**config.mk**
```make
export PLATFORM = sky130hd
export DESIGN_NAME = tmr_cnt_top
export DESIGN_NICKNAME = d
export VERILOG_FILES = /design/src/rtl/tmr_pkg.sv /design/src/rtl/tmr_prescaler.sv /design/src/rtl/tmr_counter.sv /design/src/rtl/tmr_ovf_flag.sv /design/src/rtl/tmr_cnt_top.sv
export SDC_FILE = /design/constraint.sdc
export NUM_CORES = 1
export LEC_CHECK = 0
export CORE_MARGIN = 1
export CORE_UTILIZATION = 60
export DETAILED_ROUTE_END_ITERATION = 10
export DONT_BUFFER_PORTS = 1
export PLACE_DENSITY = 0.76
export SLEW_MARGIN = 10
export SYNTH_ARGS = -nofsm -noshare
export SYNTH_HDL_FRONTEND = slang
export SYNTH_HIERARCHICAL = 1
export SYNTH_SLANG_ARGS = --single-unit
```
**constraint.sdc**
```tcl
create_clock -name clk -period 2.65 [get_ports clk]
set_input_delay 0 -clock clk [delete_from_list [all_inputs] [get_ports clk]]
set_output_delay 0 -clock clk [all_outputs]
set_load 0.01 [all_outputs]
```
**src/rtl/tmr_pkg.sv**
```systemverilog
package tmr_pkg;
    localparam int CNT_W       = 16;
    localparam int HALF_W      = CNT_W / 2;
    localparam int PSC_SEL_W   = 3;
    localparam int PSC_W       = (1 << PSC_SEL_W) - 1;
    localparam int TST_W       = 8;
    localparam int TST_BYP_BIT = 1;
    localparam logic [TST_W-1:0] TST_MASK = TST_W'(1) << TST_BYP_BIT;

    typedef struct packed {
        logic [HALF_W-1:0] hi;
        logic [HALF_W-1:0] lo;
    } cnt_halves_t;

    // Low-order ones mask selecting 2^sel prescaler phases.
    function automatic logic [PSC_W-1:0] psc_mask(input logic [PSC_SEL_W-1:0] sel);
        logic [PSC_W:0] one_hot;
        one_hot = (PSC_W+1)'(1) << sel;
        return PSC_W'(one_hot - 1'b1);
    endfunction
endpackage

```
**src/rtl/tmr_prescaler.sv**
```systemverilog
module tmr_prescaler
    import tmr_pkg::*;
(
    input  logic                 clk,
    input  logic                 rst,
    input  logic                 en,
    input  logic [PSC_SEL_W-1:0] sel,
    output logic                 tick
);
    logic [PSC_W-1:0]     pcnt;
    logic [PSC_SEL_W-1:0] sel_q;
    logic                 sel_chg;
    logic [PSC_W-1:0]     mask;

    assign sel_chg = (sel != sel_q);
    assign mask    = psc_mask(sel);
    assign tick    = en && !sel_chg && ((pcnt & mask) == mask);

    always_ff @(posedge clk) begin
        if (rst) begin
            pcnt  <= '0;
            sel_q <= '0;
        end else begin
            sel_q <= sel;
            if (sel_chg)
                pcnt <= '0;
            else if (en)
                pcnt <= pcnt + 1'b1;
        end
    end

    // a select change never produces a tick in that cycle
    a_r3_restart_no_tick: assert property (@(posedge clk) disable iff (rst)
        (sel != $past(sel)) |-> !tick);

    // no tick while disabled
    a_r4_no_tick_idle: assert property (@(posedge clk) disable iff (rst)
        !en |-> !tick);
endmodule

```
**src/rtl/tmr_counter.sv**
```systemverilog
module tmr_counter
    import tmr_pkg::*;
(
    input  logic        clk,
    input  logic        rst,
    input  logic        en,
    input  logic        byp,
    input  logic        tick,
    output cnt_halves_t cnt,
    output logic        wrap
);
    logic split_step;
    logic full_step;

    assign split_step = en && byp;
    assign full_step  = en && !byp && tick;
    assign wrap       = split_step ? (&cnt.hi) : (full_step && (&cnt));

    always_ff @(posedge clk) begin
        if (rst) begin
            cnt <= '0;
        end else if (split_step) begin
            cnt.lo <= cnt.lo + 1'b1;
            cnt.hi <= cnt.hi + 1'b1;
        end else if (full_step) begin
            cnt <= cnt + 1'b1;
        end
    end

    // count holds while disabled
    a_r4_hold: assert property (@(posedge clk) disable iff (rst)
        !en |=> $stable(cnt));

    // low half steps by one each bypass clock
    a_r6_lo_step: assert property (@(posedge clk) disable iff (rst)
        (en && byp) |=> (cnt.lo == $past(cnt.lo) + 8'd1));

    // high half steps by one, independent of low-half wrap
    a_r6_hi_step: assert property (@(posedge clk) disable iff (rst)
        (en && byp) |=> (cnt.hi == $past(cnt.hi) + 8'd1));

    // normal mode steps by zero or one
    a_r2_unit_step: assert property (@(posedge clk) disable iff (rst)
        (en && !byp) |=> (cnt == $past(cnt) || cnt == $past(cnt) + 16'd1));
endmodule

```
**src/rtl/tmr_ovf_flag.sv**
```systemverilog
module tmr_ovf_flag (
    input  logic clk,
    input  logic rst,
    input  logic set,
    input  logic clr,
    output logic flag
);
    always_ff @(posedge clk) begin
        if (rst)
            flag <= 1'b0;
        else if (set)
            flag <= 1'b1;
        else if (clr)
            flag <= 1'b0;
    end

    // a set wins over a simultaneous clear
    a_r9_set_wins: assert property (@(posedge clk) disable iff (rst)
        set |=> flag);

    // a lone clear empties the flag
    a_r9_clear: assert property (@(posedge clk) disable iff (rst)
        (clr && !set) |=> !flag);

    // the flag is sticky without a clear
    a_r9_sticky: assert property (@(posedge clk) disable iff (rst)
        (flag && !clr) |=> flag);
endmodule

```
**src/rtl/tmr_cnt_top.sv**
```systemverilog
module tmr_cnt_top
    import tmr_pkg::*;
(
    input  logic                 clk,
    input  logic                 rst,
    input  logic                 tmr_en,
    input  logic [PSC_SEL_W-1:0] psc_sel,
    input  logic                 tst_wr,
    input  logic [TST_W-1:0]     tst_wdata,
    output logic [TST_W-1:0]     tst_rdata,
    input  logic                 ovf_clr,
    output logic [CNT_W-1:0]     count,
    output logic                 ovf_flag
);
    logic [TST_W-1:0] tst_q;
    logic             byp;
    logic             tick;
    logic             wrap;
    cnt_halves_t      cnt;

    always_ff @(posedge clk) begin
        if (rst)
            tst_q <= '0;
        else if (tst_wr)
            tst_q <= tst_wdata & TST_MASK;
    end

    assign byp       = tst_q[TST_BYP_BIT];
    assign tst_rdata = tst_q;
    assign count     = {cnt.hi, cnt.lo};

    tmr_prescaler u_psc (
        .clk  (clk),
        .rst  (rst),
        .en   (tmr_en),
        .sel  (psc_sel),
        .tick (tick)
    );

    tmr_counter u_cnt (
        .clk  (clk),
        .rst  (rst),
        .en   (tmr_en),
        .byp  (byp),
        .tick (tick),
        .cnt  (cnt),
        .wrap (wrap)
    );

    tmr_ovf_flag u_flag (
        .clk  (clk),
        .rst  (rst),
        .set  (wrap),
        .clr  (ovf_clr),
        .flag (ovf_flag)
    );

    // written bypass bit appears in readback one edge later
    a_r5_write: assert property (@(posedge clk) disable iff (rst)
        tst_wr |=> (tst_rdata[TST_BYP_BIT] == $past(tst_wdata[TST_BYP_BIT])));

    // full 16-bit wrap in normal mode raises the flag
    a_r7_normal_wrap: assert property (@(posedge clk) disable iff (rst)
        (tmr_en && !byp && tick && count == 16'hFFFF) |=> (ovf_flag && count == 16'h0000));

    // high-half wrap in bypass raises the flag
    a_r8_split_wrap: assert property (@(posedge clk) disable iff (rst)
        (tmr_en && byp && count[15:8] == 8'hFF) |=> ovf_flag);
endmodule

```
==> impl_results.md <==
- Chip width: 52.5 µm
- Post-route clock period utilization: 0.940
- Total core area: 0.00230 mm²
- RSZ-0062 raised after global routing: false
- Synthesized cell area: 0.00153 mm²
- Clock latency on the worst-skew pair: 320 ps
- Comb pwr share: 0.089
- Die Area: 0.00275 mm²
- FP Rows: 17
- CTS max path bufs: 2
- Max-cap check violation count: 0
- Global route total overflow: 0
- Syn Inst Count: 177
- Max Freq: 401 MHz
- Global-route wire length before repair: 4.92 mm
- Clk pwr share: 0.259
- Placed cell areas: 0.00150 mm²
- Flop pwr share: 0.652
- Number of antenna violations at the first check in global routing: 0
- Post-DRT Antenna Nets: 0
- H-tree level count: 1
- Nets: 203
- Worst VDD drop: 0.000286 V
- Post-Synthesis Mean Instance Area: 8.63 µm²
- Placed insts: 198
- Avg WL per Cell: 14.3 µm
- Fin cells: 209
- Clock sink count: 28
- Global Route Usage Sum: 0.242
- Status: completed
- Max_slew headroom: 0.443
- Measured slew at the worst slew-check pin: 833 ps
- DR vias/cell: 6.08
- CTS tree: yes
- Fin area: 0.00160 mm²
- Root buffer cell: clkbuf_4
- Synth Register Bits: 28
- Buf/Inv on CP: 3
- First DRT Iteration DRCs: 29
- CP top delay family: buffers and inverters
- P_leak: 0.546 nW
- Hold Crit Class: in2reg
- Yosys cell types: 42
- CP arrival: 2770 ps
- Worst Path Required: 2920 ps
- Max FO, Critical Path: 11
- Worst path max stage delay: 570 ps
- P_sw: 0.000157 W
- Sw Ratio: 0.237
- Routed wire length: 3.00 mm
- Pwr dens: 413 mW/mm²
- 1st-pass router iterations: 4
- Sequential area share after synthesis: 0.367
- Share of cells above drive strength 1: 0.0829
- WS Path Type: reg2reg
- Area Overhead vs Synth: 5.00%
- P_int: 0.000506 W
- Min cycle time layout: 2490 ps
- Starting Density: 0.665
- Skew final: 4.58 ps
- Setup tns final: 0 ps
- Routability cong.: 0.805
- Pin count of the biggest net entering global routing: 24
- Final hold slack: 51.9 ps
- Port buffer count: 0
- Worst-path clk slew: 140 ps
- Final hold violations: 0
- CTS buffer count: 3
- # diodes: 0
- DRC viols: 0
- Die Y: 52.5 µm
- Final Slew Violations: 0
- Final HPWL DP: 2.14 mm
- DR vias: 1,270
- CP endpoint kind: flip-flop
- CP max stage cell: dlygate4sd3_1
- Ys Warns: 6
- Vias in the first global route: 1,160
- Startpoint types: flip-flop
- Setup Viol. Count Final: 0
- I/O pin total: 41
- Crit-path cells: xor2_1 > nor3_1 > o2111a_1 > o21ai_0 > buf_4 > nor4_1 > inv_1 > a21oi_2 > dlygate4sd3_1
## kinds of logic after synthesis
logic type / count (synthesis) / synth area share
fa+ha+maj: 4 / 0.0328
xor+xnor: 15 / 0.0860
buf+inv: 20 / 0.0745
other cells: 1 / 0.00245
compound gates: 33 / 0.152
flops: 28 / 0.367
mux: 5 / 0.0344
simple gates: 71 / 0.251
## final cells by class
| type | count | area, µm² |
|---|---|---|
| inverters | 6 | 22.5 |
| well taps | 28 | 35.0 |
| repair buffers | 9 | 87.6 |
| clock buffers | 3 | 22.5 |
| flip-flops and latches | 28 | 561 |
| multi-input cells | 135 | 876 |
| fillers | 203 | 693 |
## placed cells by master, fill, tap and decap left out, types with 2 or more instances in the layout
cell,count
nor4_1,2
nor3_1,4
nand2b_1,2
xor2_1,8
nand3_1,5
nor2b_1,4
dfxtp_1,28
or3_1,6
and4_4,2
xnor2_1,7
or4_1,2
nand4_1,6
o31ai_1,2
conb_1,7
o21ai_0,12
inv_1,6
a21oi_1,10
mux2i_1,3
clkbuf_4,3
nor2_1,21
dlygate4sd3_1,8
ha_1,4
nand2_1,12
## power by group through the flow
stage	logic, W	registers (W)	clock network (W)
2_1_floorplan	0.0000551	0.000440	0
3_3_place_gp	0.0000405	0.000441	0
3_5_place_dp	0.0000428	0.000441	0
4_1_cts	0.0000584	0.000432	0.000183
5_1_grt	0.0000651	0.000433	0.000197
6_report	0.0000590	0.000432	0.000171
## worst paths after layout
kind                            slack, ps                    endpoint  cells after the start                  startpoint
worst max-delay path                  160    u_flag/flag$_SDFFE_PP0P_                      9   u_psc/sel_q[1]$_SDFF_PP0_
worst max register to register        160    u_flag/flag$_SDFFE_PP0P_                      9   u_psc/sel_q[1]$_SDFF_PP0_
worst min register to register        560  u_psc/pcnt[6]$_SDFFE_PP0P_                      2  u_psc/pcnt[6]$_SDFFE_PP0P_
worst min-delay path                   50   u_cnt/cnt[1]$_SDFFE_PP0P_                      3                      tmr_en
## tightest hold or removal path, delay by kind of cell
family          cells  cell delay [ps]
simple gates        1              100
compound gates      2              230
## synthesized netlist by cell type
cell type  instances  area share
nand4_1            6       0.025
a41oi_2            1       0.011
nand2_1           12       0.029
nor3_1             4       0.013
nor2b_1            4       0.016
nor4b_1            1      0.0057
a21oi_2            1      0.0057
o2111a_1           1      0.0074
and2_2             1      0.0049
mux2_2             1      0.0074
dfxtp_1           28        0.37
and4_4             2       0.015
inv_1              6       0.015
a221oi_2           1      0.0098
nor2_1            21       0.052
a31oi_4            1       0.014
buf_2              1      0.0033
mux2_1             1      0.0074
or4_1              2      0.0098
buf_4              8       0.039
conb_1             1      0.0025
or3_1              6       0.025
or3_4              1      0.0074
mux2i_1            3       0.020
o2111ai_1          1      0.0057
buf_6              1      0.0074
o21bai_1           1      0.0049
and4bb_2           1      0.0082
ha_1               4       0.033
nand4_2            1      0.0082
xor2_1             8       0.046
a21oi_1           10       0.033
nor4_1             2      0.0082
o21a_1             1      0.0049
o21ai_0           12       0.039
buf_1              1      0.0025
o31ai_1            2      0.0098
xnor2_1            7       0.040
nand3_1            5       0.016
nand2b_1           2      0.0082
clkbuf_1           3      0.0074
o211a_1            1      0.0066
## flip-flops by register name (all words and copies together), names as in the netlist
name and flops:
u_cnt/cnt 16, u_flag/flag 1, u_psc/sel_q 3, tst_rdata 1
u_psc/pcnt 7
## what timing repair did
action,CTS,global route
endpoints found under the hold margin,27,0
hold buffers,8,0
setup buffers,0,0
resized for setup,0,0
## metal layers
layer | GRT usage | share of wire | vias up | wire length [µm]
met1 | 0.285 | 0.44 | 609 | 1330
met4 | 0.123 | 0.015 | 0 | 46
met2 | 0.411 | 0.48 | 38 | 1450
met3 | 0.0493 | 0.056 | 5 | 168
met5 | 0 | 0 | - | 0
li1 | - | - | 618 | -
## through the flow
step | util | worst slack (ps) | power (W)
after global placement | 0.654 | 379 | 0.000481
final | 0.698 | 158 | 0.000662
after floorplan | - | 427 | 0.000495
after detailed placement | 0.654 | 308 | 0.000484
after CTS | 0.698 | 187 | 0.000673
after global routing | 0.698 | 32.2 | 0.000695
(Power assumes the default switching activity.)
